--- config.mk ---
export PLATFORM = sky130hd
export DESIGN_NAME = tmr_timer
export DESIGN_NICKNAME = d
export VERILOG_FILES = /design/src/rtl/tmr_pkg.sv /design/src/rtl/tmr_counter.sv /design/src/rtl/tmr_match.sv /design/src/rtl/tmr_regif.sv /design/src/rtl/tmr_timer.sv
export SDC_FILE = /design/constraint.sdc
export NUM_CORES = 1
export LEC_CHECK = 0
export ABC_AREA = 1
export BUFFER_PORTS_ARGS = -buffer_cell sky130_fd_sc_hd__buf_2
export CAP_MARGIN = 0
export CORE_MARGIN = 3
export CORE_UTILIZATION = 35
export DETAILED_ROUTE_END_ITERATION = 10
export GPL_TIMING_DRIVEN = 0
export PLACE_DENSITY = 0.61
export SETUP_SLACK_MARGIN = 0.05
export SYNTH_ARGS = -nofsm -noshare
export SYNTH_HDL_FRONTEND = slang
export SYNTH_SLANG_ARGS = --single-unit
--- constraint.sdc ---
create_clock -name clk -period 4.55 [get_ports clk]
set_input_delay 0.455 -clock clk [delete_from_list [all_inputs] [get_ports clk]]
set_output_delay 0.455 -clock clk [all_outputs]
set_load 0.01 [all_outputs]
--- src/rtl/tmr_pkg.sv ---
package tmr_pkg;

    typedef enum logic [1:0] {
        SEL_NONE    = 2'd0,
        SEL_COUNT   = 2'd1,
        SEL_COMPARE = 2'd2
    } reg_sel_e;

    typedef struct packed {
        logic     we;
        reg_sel_e sel;
    } reg_req_t;

    function automatic reg_sel_e decode_addr(
        input logic [31:0] a,
        input logic [31:0] cnt_ofs,
        input logic [31:0] cmp_ofs
    );
        if (a == cnt_ofs)      return SEL_COUNT;
        else if (a == cmp_ofs) return SEL_COMPARE;
        else                   return SEL_NONE;
    endfunction

endpackage

--- src/rtl/tmr_counter.sv ---
module tmr_counter #(
    parameter int CNT_W = 52
) (
    input  logic             clk,
    input  logic             rst,
    input  logic             tick,
    output logic [CNT_W-1:0] cnt_q,
    output logic [CNT_W-1:0] cnt_nxt
);
    assign cnt_nxt = cnt_q + CNT_W'(1);

    always_ff @(posedge clk) begin
        if (rst)       cnt_q <= '0;
        else if (tick) cnt_q <= cnt_nxt;
    end
endmodule

--- src/rtl/tmr_match.sv ---
module tmr_match #(
    parameter int CMP_W   = 24,
    parameter int NUM_VEC = 64,
    parameter int IRQ_VEC = 50
) (
    input  logic               clk,
    input  logic               rst,
    input  logic               tick,
    input  logic [CMP_W-1:0]   cnt_low_nxt,
    input  logic               cmp_we,
    input  logic [CMP_W-1:0]   cmp_wdata,
    output logic [CMP_W-1:0]   cmp_q,
    output logic [NUM_VEC-1:0] irq_set
);
    logic hit;
    logic hit_q;

    // the compare register's pre-edge value is used, so a write in this
    // cycle governs only later ticks
    assign hit = tick && (cnt_low_nxt == cmp_q);

    always_ff @(posedge clk) begin
        if (rst) begin
            cmp_q <= '0;
            hit_q <= 1'b0;
        end else begin
            hit_q <= hit;
            if (cmp_we) cmp_q <= cmp_wdata;
        end
    end

    for (genvar v = 0; v < NUM_VEC; v++) begin : g_vec
        if (v == IRQ_VEC) begin : g_on
            assign irq_set[v] = hit_q;
        end else begin : g_off
            assign irq_set[v] = 1'b0;
        end
    end
endmodule

--- src/rtl/tmr_regif.sv ---
module tmr_regif
    import tmr_pkg::*;
#(
    parameter int          ADDR_W  = 20,
    parameter int          DATA_W  = 64,
    parameter int          CNT_W   = 52,
    parameter int          CMP_W   = 24,
    parameter logic [31:0] CNT_OFS = 32'h0002_0000,
    parameter logic [31:0] CMP_OFS = 32'h0003_0000
) (
    input  logic              wr_en,
    input  logic [ADDR_W-1:0] addr,
    input  logic [DATA_W-1:0] wr_data,
    input  logic [CNT_W-1:0]  cnt_val,
    input  logic [CMP_W-1:0]  cmp_val,
    output logic              cmp_we,
    output logic [CMP_W-1:0]  cmp_wdata,
    output logic [DATA_W-1:0] rd_data
);
    reg_req_t req;

    always_comb begin
        req.sel = decode_addr(32'(addr), CNT_OFS, CMP_OFS);
        req.we  = wr_en;
    end

    // writes to the count slot fall through: the count is read-only
    assign cmp_we    = req.we && (req.sel == SEL_COMPARE);
    assign cmp_wdata = wr_data[CMP_W-1:0];

    always_comb begin
        unique case (req.sel)
            SEL_COUNT:   rd_data = DATA_W'(cnt_val);
            SEL_COMPARE: rd_data = DATA_W'(cmp_val);
            default:     rd_data = '0;
        endcase
    end
endmodule

--- src/rtl/tmr_timer.sv ---
module tmr_timer #(
    parameter int          ADDR_W  = 20,
    parameter int          DATA_W  = 64,
    parameter int          CNT_W   = 52,
    parameter int          CMP_W   = 24,
    parameter int          NUM_VEC = 64,
    parameter int          IRQ_VEC = 50,
    parameter logic [31:0] CNT_OFS = 32'h0002_0000,
    parameter logic [31:0] CMP_OFS = 32'h0003_0000
) (
    input  logic               clk,
    input  logic               rst,
    input  logic               tick,
    input  logic               wr_en,
    input  logic [ADDR_W-1:0]  addr,
    input  logic [DATA_W-1:0]  wr_data,
    output logic [DATA_W-1:0]  rd_data,
    output logic [NUM_VEC-1:0] irq_set
);
    logic [CNT_W-1:0] cnt_val;
    logic [CNT_W-1:0] cnt_nxt;
    logic [CMP_W-1:0] cmp_val;
    logic [CMP_W-1:0] cmp_wdata;
    logic             cmp_we;

    tmr_counter #(.CNT_W(CNT_W)) u_cnt (
        .clk     (clk),
        .rst     (rst),
        .tick    (tick),
        .cnt_q   (cnt_val),
        .cnt_nxt (cnt_nxt)
    );

    tmr_match #(
        .CMP_W   (CMP_W),
        .NUM_VEC (NUM_VEC),
        .IRQ_VEC (IRQ_VEC)
    ) u_match (
        .clk         (clk),
        .rst         (rst),
        .tick        (tick),
        .cnt_low_nxt (cnt_nxt[CMP_W-1:0]),
        .cmp_we      (cmp_we),
        .cmp_wdata   (cmp_wdata),
        .cmp_q       (cmp_val),
        .irq_set     (irq_set)
    );

    tmr_regif #(
        .ADDR_W  (ADDR_W),
        .DATA_W  (DATA_W),
        .CNT_W   (CNT_W),
        .CMP_W   (CMP_W),
        .CNT_OFS (CNT_OFS),
        .CMP_OFS (CMP_OFS)
    ) u_regif (
        .wr_en     (wr_en),
        .addr      (addr),
        .wr_data   (wr_data),
        .cnt_val   (cnt_val),
        .cmp_val   (cmp_val),
        .cmp_we    (cmp_we),
        .cmp_wdata (cmp_wdata),
        .rd_data   (rd_data)
    );
endmodule

Word-level counts from Yosys, hierarchy flattened. Index checks and enable logic that the tools add are counted.

Bits in registers: 77. Input bits: 88. Output and inout bits: 128.

$add $sub $neg: 1. Equality and inequality tests: 5. Muxes and demuxes: 3. Reduce and logical (&&, ||, !) cells: 2.

Operator list (count): 52-bit one-hot mux with 2 select lines (1); 52-bit by 1-bit adder with 52-bit output (second input constant) (1); 20-bit by 18-bit == test with 1-bit output (second input constant) (2); 24-bit == test (1); 2-bit two-way mux (2); 2-bit by 1-bit == test with 1-bit output (second input constant) (1); 2-bit == test (second input constant) (1); 1-bit logical AND (2).

Logic depth before layout (Yosys ltp). Gate-level depths: netlist of run 1.

Depth after elaboration: 5. Mapped depth: 13. Depth with buffers taken out: 13.

Modules after synthesis. Synthesis of run 1 repeated with hierarchy kept, for this count alone.

Cell total of the unflattened synthesis: 1113. Area, all modules: 6521.3 sq um.

By module, submodules not included: tmr_counter (instances 1, cells an instance 632, area an instance 3612.2 sq um, seq. area each 1041.0 sq um); tmr_match (instances 1, cells an instance 276, area an instance 1784.2 sq um, seq. area each 500.5 sq um); tmr_regif (instances 1, cells an instance 205, area an instance 1124.8 sq um, seq. area each 0.0 sq um).

Least setup slack after synthesis of run 1. Ideal clock, no wire load.

Kind: input -> output. From: input addr[3]. To: output rd_data[0]. Arrival: 1666 ps. Required time: 4095 ps. Setup slack: 2429 ps. Stages on the path: 5. Path buffers: 1. Cells stage by stage: or2_1 nor4_2 nand4_1 clkbuf_1 o22ai_1.

Longest elaborated chain between the ends: 5.

Ends and longest elaborated chain: start: declaration (line tmr_timer.sv:15) `input logic [ADDR_W-1:0] addr,`; 20-bit by 18-bit == test with 1-bit output (line tmr_pkg.sv:20) `else if (a == cmp_ofs) return SEL_COMPARE;`; 2-bit two-way mux (line tmr_pkg.sv:20); 2-bit two-way mux * (line tmr_pkg.sv:19) `if (a == cnt_ofs) return SEL_COUNT;`; 2-bit == test / 2-bit by 1-bit == test with 1-bit output (equally long branches) (line tmr_regif.sv:32) `unique case (req.sel)`; 52-bit one-hot mux with 2 select lines * (line tmr_regif.sv:32); end: declaration (line tmr_timer.sv:17) `output logic [DATA_W-1:0] rd_data,`.

Mark *: on every way between the ends. The rest lies on a longest branch, timed or not.

Worst setup path after layout of run 1.
From: input addr[3]. To: output rd_data[21].

Same word-level chain as after synthesis.

==> metrics, run 1 <==
antenna-violating nets left 0; vias per cell 4.58; Worst setup EP type output port; antenna cell count 0; final setup vio count 0; total power 1.63 mW; grt total ovfl 0; worst vdd ir 0.000197 V; Synth cell types 35; fin worst setup slack 1.53 ns; synth warn 0; met3 wire len 1320 um; area of the multi-input gates 3070 um^2; DRT met1 WL 8610 um; TNS Setup 0 ns; vias in the first global route 5381; Hold Path Class in -> reg; worst-path fanout max 10; Reg clk slew, reported paths 0.06 ns; CTS resizes 0; CTS H-tree lvls 3; minimum clock period 3.02 ns; uppermost layer routed met4; Die Height 132 um; root buffer cell clkbuf_16; initial antenna violation count 0; Synth Area per Inst 6.24 um^2; Mapped Area 5530 um^2; clk sinks 77; CP arrival 2.57 ns; Worst-Margin Slew 0.794 ns; Layout fillers 1666; Max Cap Viol 0; largest area contributor in the netlist dfxtp_1; Synth area leaders dfxtp_1 (28%), nand2_1 (11%), buf_4 (10%); DRC 0; initial core utilization 36.1%; max_slew headroom 47.1%; Leak 3.22 nW; area grow syn2layout 24.1%; placed cells 1271; sequential area share after synthesis 27.9%; maximum clock rate 331 MHz; Die X 132 um; synthesized netlist cell count 887; pin count of the biggest net entering global routing 13; Pwr Density 238 nW/um^2; CTS tree yes; share of the synthesized area in the top cell type 27.9%; global-route wire length before repair 27900 um; share of cells above drive strength 1 20.8%; row count 45; clock skew 0.00501 ns; port buffer count 99; HPWL after DPL 14300 um; Final Max Slew Viols 0; GPL Wtd Cong 0.966; Place WS 1.51 ns; Clock Latency Late Sink 0.36 ns; wire length on met2 7600 um; Yosys reg bits 77; CTS buffer count 9; Top-Level Pins 216; Final Cycle Share 66.5%; drt first pass iters 5; # hold bufs at CTS 0; worst path required time 4.09 ns; RSZ-0062 raised after global routing false; Core ar. 15300 um^2; WL/cell 13.9 um; post-CTS setup buffer count 0; Die ar. 17300 um^2; routed via count 5898; total track usage 20.3%; clk buf depth 2; non-filler cells, final 1287; # nets final 1160; final hold violations 0; final wirelength 18000 um; initial drt markers 440; outcome finished clean; crit path kind in -> out; Worst setup SP type primary input; FF+latch area 1540 um^2
## synth_stat cells (all sizes together)
cell,n
o22ai,24
dfxtp,77
nor3b,2
clkinv,1
nand3,63
xnor2,2
xor2,13
a21oi,60
conb,1
xnor3,1
or2,3
nand4,17
o21a,3
nand2,169
o21ai,58
clkbuf,22
nor2,116
ha,1
o21bai,1
nor4,5
buf,79
o211ai,5
a31oi,2
nor3,21
inv,141
## state kept, by name, summed over array words and instances, names as in the netlist
name and flops:
u_match.hit_q 1, u_cnt.cnt_q 52, u_match.cmp_q 24
## cell families after synthesis
group                      Yosys count  synth area share [%]
other                                1                0.0678
buffers and inverters              243                  21.7
adders and majority gates            1                 0.226
AOI/OAI and AO/OA                  153                  14.8
xor gates and xnor gates            16                  2.78
and+or+nand+nor                    396                  32.5
DFF                                 77                  27.9
## layout make-up
| cell class | instances | area share [%] |
|---|---|---|
| Timing Repair Buffer | 99 | 7.22 |
| Sequential cell | 77 | 22.5 |
| Inverter | 142 | 7.77 |
| Clock inverter | 4 | 0.693 |
| Multi-Input combinational cell | 641 | 44.7 |
| Clock buffer | 12 | 3.59 |
| Tap cell | 211 | 3.85 |
| Buffer | 101 | 9.74 |
## metrics by stage
stage | utilization (%) | area [um^2] | hold slack [ns]
CTS | 44.8 | 6860 | 0.371
finish | 44.8 | 6860 | 0.379
floorplan | - | 5810 | 0.445
global route | 44.8 | 6860 | 0.395
global placement | 42.9 | 6570 | 0.460
detailed placement | 42.9 | 6570 | 0.473
## final timing paths
kind	from	to	slack (ns)	cells past startpoint
max	addr[3]	rd_data[21]	1.53	7
min	wr_data[14]	u_match.cmp_q[14]	0.38	3
max reg2reg	u_cnt.cnt_q[0]	u_match.hit_q	2.30	13
min reg2reg	u_match.cmp_q[5]	u_match.cmp_q[5]	0.48	2
## critical path, stage by stage
cell and delay [ns]:
buf_2 0.09, or2_1 0.23, nor4_2 0.30, nand4_1 0.48, clkbuf_1 0.48, o22ai_1 0.33
buf_2 0.20
## where the power goes
group | internal [mW] | switching, mW | total (mW)
sequential | 0.685 | 0.0155 | 0.700
combinational | 0.0854 | 0.112 | 0.197
clock | 0.438 | 0.297 | 0.735
total | 1.21 | 0.424 | 1.63
## layout by cell type, fill, tap and decap left out, drive strengths merged, types with 3 or more instances in the layout
| cell type | synthesis | layout |
|---|---|---|
| buf | 79 | 178 |
| nand2 | 169 | 169 |
| inv | 141 | 141 |
| nor2 | 116 | 116 |
| dfxtp | 77 | 77 |
| conb | 1 | 75 |
| nand3 | 63 | 63 |
| a21oi | 60 | 60 |
| o21ai | 58 | 58 |
| clkbuf | 22 | 34 |
| o22ai | 24 | 24 |
| nor3 | 21 | 21 |
| nand4 | 17 | 17 |
| xor2 | 13 | 13 |
| o211ai | 5 | 5 |
| nor4 | 5 | 5 |
| o21a | 3 | 3 |
| or2 | 3 | 3 |
| clkinv | 1 | 3 |
## per-layer routing
layer  vias to the layer above  GRT usage [%]
met4                         0           8.34
met1                      2577           28.6
met3                        27           3.68
met2                       232           30.6
met5                         -              0
li1                       3062              -
Power figures use the tool's default switching activity.
==> inputs of run 2 (changes only) <==
==> constraint.sdc (replaced) <==
create_clock -name clk -period 2.84 [get_ports clk]
set_input_delay 0.284 -clock clk [delete_from_list [all_inputs] [get_ports clk]]
set_output_delay 0.284 -clock clk [all_outputs]
set_load 0.01 [all_outputs]
==> metrics, run 2 (same netlist as run 1, synthesis figures left out) <==
outcome finished clean; Pwr Density 378 nW/um^2 (+59%); area grow syn2layout 24.7%; CTS tree yes; share of cells above drive strength 1 21.2% (+0.39 points); met2 Usage GRT 30.6% (unchanged); CTS H-tree lvls 3 (unchanged); crit path kind in -> out; # nets final 1164 (+0.34%); final hold violations 0 (unchanged); Top-Level Pins 216 (unchanged); Seq pwr share 43.0% (about the same); final wirelength 17900 um (-0.11%); antenna cell count 0 (unchanged); Sw Pwr 0.675 mW (+59%); max_slew headroom 46.2% (-0.91 points); Reg clk slew, reported paths 0.06 ns (about the same); worst-path fanout max 10 (unchanged); P_int 1.94 mW (+60%); placed cell area 6570 um^2 (unchanged); grt total ovfl 0 (unchanged); global-route wire length before repair 27900 um (unchanged); DRC 0 (unchanged); vias per cell 4.58 (about the same); Clock Latency Late Sink 0.36 ns (about the same); Largest Register u_cnt.cnt_q; Buf/Inv on CP 3 (unchanged); Core ar. 15300 um^2 (unchanged); Largest register FFs 52 (unchanged); routed via count 5914 (+0.27%); Combinational Power Share 12.1% (about the same); Final Max Slew Viols 0 (unchanged); Die ar. 17300 um^2 (unchanged); final setup vio count 0 (unchanged); pin count of the biggest net entering global routing 13 (unchanged); TNS Setup 0 ns (unchanged); drt first pass iters 4 (-1); vias in the first global route 5381 (unchanged); Hold Path Class in -> reg; initial drt markers 409 (-7.0%); HPWL after DPL 14300 um (unchanged); routing usage on met1 28.6% (unchanged); port buffer count 99 (unchanged); initial antenna violation count 0 (unchanged); minimum clock period 2.56 ns; critical-path cell list buf_2 -> or2_1 -> nor4_2 -> nand3_2 -> clkbuf_1 -> o22ai_1 -> buf_2; critical path's top delay family simple AND/OR/NAND/NOR gates; most frequent cells in the layout nand2_1 (162), inv_1 (141), nor2_1 (102), buf_2 (102), buf_4 (80); Max Cap Viol 0 (unchanged); CP arrival 2.28 ns (-0.29 ns); worst path required time 2.56 ns (-1.53 ns); RSZ-0062 raised after global routing false; Fin Hold WS 0.206 ns (-0.173 ns); met3 Usage GRT 3.68% (unchanged); total track usage 20.3% (unchanged); row count 45 (unchanged); antenna-violating nets left 0 (unchanged); clk buf depth 2 (unchanged); worst vdd ir 0.000315 V (+60%); clk sinks 77 (unchanged); # hold bufs at CTS 0 (unchanged); Worst-Margin Slew 0.808 ns (+0.0137 ns); design area 6900 um^2 (+0.51%); maximum clock rate 391 MHz; switching share of power 25.8% (-0.13 points); clock share of power 45.0% (about the same); Worst setup SP type primary input; slowest stage delay, CP 0.41 ns (-0.07 ns); top flop regs u_cnt.cnt_q x52, u_match.cmp_q x24, u_match.hit_q x1; Final Cycle Share 90.1%; slowest CP cell clkbuf_1; initial core utilization 36.1% (unchanged); GPL Wtd Cong 0.966 (unchanged); most common cell after layout, fill and taps aside nand2_1; clock skew 0.00704 ns (+0.00203 ns); WL/cell 13.9 um (-0.42%); Leak 3.24 nW (+0.52%); Crit path top cell by count buf_2; root buffer cell clkbuf_16; grt peak-use layer met2; CTS buffer count 9 (unchanged); Die X 132 um (unchanged); Die Height 132 um (unchanged); Worst setup EP type output port
==> run 2: per-layer routing <==
| metal | wire length [um] | vias to the layer above |
|---|---|---|
| li1 | - | 3069 |
| met1 | 8430 | 2586 |
| met2 | 7640 | 234 |
| met3 | 1450 | 25 |
| met4 | 415 | 0 |
| met5 | 0 | - |
==> run 2: path summary, 6_finish.rpt <==
kind | start | endpoint | slack (ns) | depth (start not counted)
worst max register to register | u_cnt.cnt_q[0] | u_match.hit_q | 0.63 | 13
worst max-delay path | addr[3] | rd_data[10] | 0.28 | 7
worst min-delay path | wr_data[14] | u_match.cmp_q[14] | 0.21 | 3
worst min register to register | u_match.cmp_q[5] | u_match.cmp_q[5] | 0.48 | 2
==> run 2: area by class of cell <==
cell class              instances  area [um^2]
fillers                      1664         8420
multi-input cells             641         3070
flip-flops and latches         77         1540
plain buffers                 101          668
inverters                     142          533
repair buffers                103          526
well taps                     211          264
clock buffers                  12          246
clock inverters                 4         47.5
==> run 2: worst register-to-register path, delay by kind of cell, from the launching register on <==
family / cells / cell delay, ns
AND/OR/NAND/NOR: 12 / 1.47
adder cells (fa/ha/maj): 1 / 0.27
flip-flops: 1 / 0.41
==> run 2: power groups by stage <==
stage	clock network (mW)	registers (mW)	logic, mW
after global placement	0	1.14	0.306
after detailed placement	0	1.14	0.307
after floorplan	0	1.14	0.236
final	1.17	1.12	0.315
after CTS	1.18	1.12	0.309
after global routing	1.23	1.12	0.352
==> run 2: metrics by stage <==
step	total power [mW]	instances	utilization [%]	setup WS, ns
after floorplan	1.37	961	-	1.06
after global placement	1.45	1271	42.9	0.145
after detailed placement	1.45	1271	42.9	0.145
after CTS	2.61	1287	44.8	0.107
after global routing	2.70	1291	45.0	0.155
final	2.61	1291	45.0	0.280
==> run 2: timing repair <==
action,4_1_cts,5_1_grt
gates resized for setup,0,1
setup endpoints to repair,0,22
setup buffers,0,4
==> inputs of run 3 (changes only) <==
--- a/config.mk
+++ b/config.mk
@@ -8,7 +8,6 @@
 export ABC_AREA = 1
 export BUFFER_PORTS_ARGS = -buffer_cell sky130_fd_sc_hd__buf_2
 export CAP_MARGIN = 0
-export CORE_MARGIN = 3
 export CORE_UTILIZATION = 35
 export DETAILED_ROUTE_END_ITERATION = 10
 export GPL_TIMING_DRIVEN = 0
==> metrics, run 3 (same netlist as run 1, synthesis figures left out) <==
outcome finished clean; top flop regs u_cnt.cnt_q x52, u_match.cmp_q x24, u_match.hit_q x1; Reg2Reg Launch Point u_cnt.cnt_q[0]; # nets final 1162 (-0.17%); DRT met1 WL 8410 um (-0.30%); Pwr Density 403 nW/um^2 (+6.4%); Layout fillers 1676 (+0.72%); total track usage 21.7% (+1.4 points); placed cells 1271 (unchanged); most common cell after layout, fill and taps aside nand2_1; crit path kind in -> out; maximum clock rate 395 MHz (+1.2%); area of the multi-input gates 3070 um^2 (unchanged); fin worst setup slack 0.311 ns (+0.0301 ns); FF+latch area 1540 um^2 (unchanged); Worst setup EP type output port; WL/cell 13.7 um (-1.5%); wire length on met2 7590 um (-0.55%); area grow syn2layout 25.4%; RSZ-0062 raised after global routing false; Setup crit start addr[7]; clock skew 0.00630 ns (-0.000741 ns); vias in the first global route 5209 (-3.2%); Fin Hold WS 0.215 ns (+0.00851 ns); slowest CP cell clkbuf_1; drt first pass iters 5 (+1); Die Height 128 um (-3.0%); TNS Setup 0 ns (unchanged); antenna-violating nets left 0 (unchanged); DRC 0 (unchanged); worst vdd ir 0.000285 V (-9.7%); HPWL after DPL 14000 um (-2.3%); Worst-Margin Slew 0.838 ns (+0.0300 ns); clk sinks 77 (unchanged); final wirelength 17600 um (-1.8%); root buffer cell clkbuf_16; Worst setup SP type primary input; minimum clock period 2.53 ns (-0.0301 ns); Largest Register u_cnt.cnt_q; port buffer count 99 (unchanged); worst hold start wr_data[0]; antenna cell count 0 (unchanged); Final Max Slew Viols 0 (unchanged); initial core utilization 36.1% (unchanged); CTS tree yes; Hold Path Class in -> reg; CTS buffer count 9 (unchanged); Crit path top cell by count buf_2; Top-Level Pins 216 (unchanged); share of cells above drive strength 1 21.2% (-0.034 points); vias per cell 4.62 (+0.84%); met3 wire len 1240 um (-14%); non-filler cells, final 1288 (-0.23%); grt total ovfl 0 (unchanged); initial drt markers 476 (+16%); Core ar. 15300 um^2 (unchanged); Leak 3.26 nW (+0.64%); critical path's top delay family simple AND/OR/NAND/NOR gates; global-route wire length before repair 26800 um (-3.9%); CP arrival 2.25 ns (-0.03 ns); Reg clk slew, reported paths 0.06 ns (about the same); Place WS 0.148 ns (+0.00315 ns); row count 45 (unchanged); uppermost layer routed met4; initial antenna violation count 0 (unchanged); Buf/Inv on CP 3 (unchanged); final core occ 45.3% (+0.25 points); Die X 128 um (-3.0%); max_slew headroom 44.2% (-2.0 points); most frequent cells in the layout nand2_1 (162), inv_1 (141), nor2_1 (102), buf_2 (102), buf_4 (78); Largest register FFs 52 (unchanged); Final Cycle Share 89.1% (-1.1 points); worst path required time 2.56 ns (about the same); critical-path cell list buf_2 -> or2_1 -> nor4_2 -> nand3_2 -> clkbuf_1 -> o22ai_1 -> buf_2; pin count of the biggest net entering global routing 13 (unchanged); routed via count 5950 (+0.61%); slowest stage delay, CP 0.42 ns (about the same); Max Cap Viol 0 (unchanged); clk buf depth 2 (unchanged); final setup vio count 0 (unchanged); # hold bufs at CTS 0 (unchanged); Clock Latency Late Sink 0.34 ns (-0.02 ns); Die ar. 16300 um^2 (-6.0%); worst-path fanout max 10 (unchanged); CTS H-tree lvls 3 (unchanged); GPL Wtd Cong 0.938 (-2.8%); final hold violations 0 (unchanged)
run 3: cell count changes in the layout (fill, tap and decap cells not counted):
cell,before,now
clkbuf_1,24,22
buf_4,80,78
clkbuf_8,1,2
bufinv_16,1,3
clkinv_2,2,1
clkinvlp_4,1,0
run 3: final timing paths:
| check | depth (start not counted) | slack [ns] | endpoint |
|---|---|---|---|
| max reg2reg | 13 | 0.64 | u_match.hit_q |
| min | 3 | 0.21 | u_match.cmp_q[0] |
| min reg2reg | 2 | 0.49 | u_cnt.cnt_q[51] |
| max | 7 | 0.31 | rd_data[21] |
run 3: routing by layer:
metal | GRT usage (%) | vias to the layer above
met5 | 0 | -
met4 | 7.47 | 0
met3 | 4.13 | 22
met2 | 34.3 | 230
met1 | 29.5 | 2640
li1 | - | 3058
run 3: area by class of cell:
class | count | area share, %
buffer | 101 | 9.63
clock buffer | 11 | 3.64
clock inverter | 4 | 1.37
inverter | 142 | 7.68
multi-input combinational | 641 | 44.3
sequential | 77 | 22.2
tap | 211 | 3.81
timing repair buffer | 101 | 7.36
run 3: repair_timing:
item                                    in CTS  in global routing
endpoints found under the setup margin       0                  6
buffers inserted                             0                  2
gates resized for setup                      0                  1
endpoints found under the hold margin        0                  0
run 3: power by group:
group / leakage [nW] / total, mW / internal (mW) / switching (mW)
logic: 2.47 / 0.315 / 0.137 / 0.178
clock network: 0.172 / 1.36 / 0.900 / 0.457
registers: 0.624 / 1.12 / 1.10 / 0.0247
total: 3.26 / 2.79 / 2.13 / 0.660
run 3: stage by stage:
step	cell area [um^2]	power [mW]
final	6940	2.79
after global routing	6940	2.89
after CTS	6920	2.80
after detailed placement	6570	1.45
after global placement	6570	1.45
after floorplan	5810	1.37
run 3: worst register-to-register path: stages (launching register included):
cell and delay (ns):
dfxtp_1 0.40, ha_1 0.26, nand2_2 0.11, nor2_4 0.20
nand2_2 0.15, nor2_4 0.17, nand2_1 0.07, nand2_1 0.10
nand2_1 0.06, nor2_1 0.15, nand2_1 0.10, nor2_1 0.10
nand3_1 0.13, nor2_1 0.12
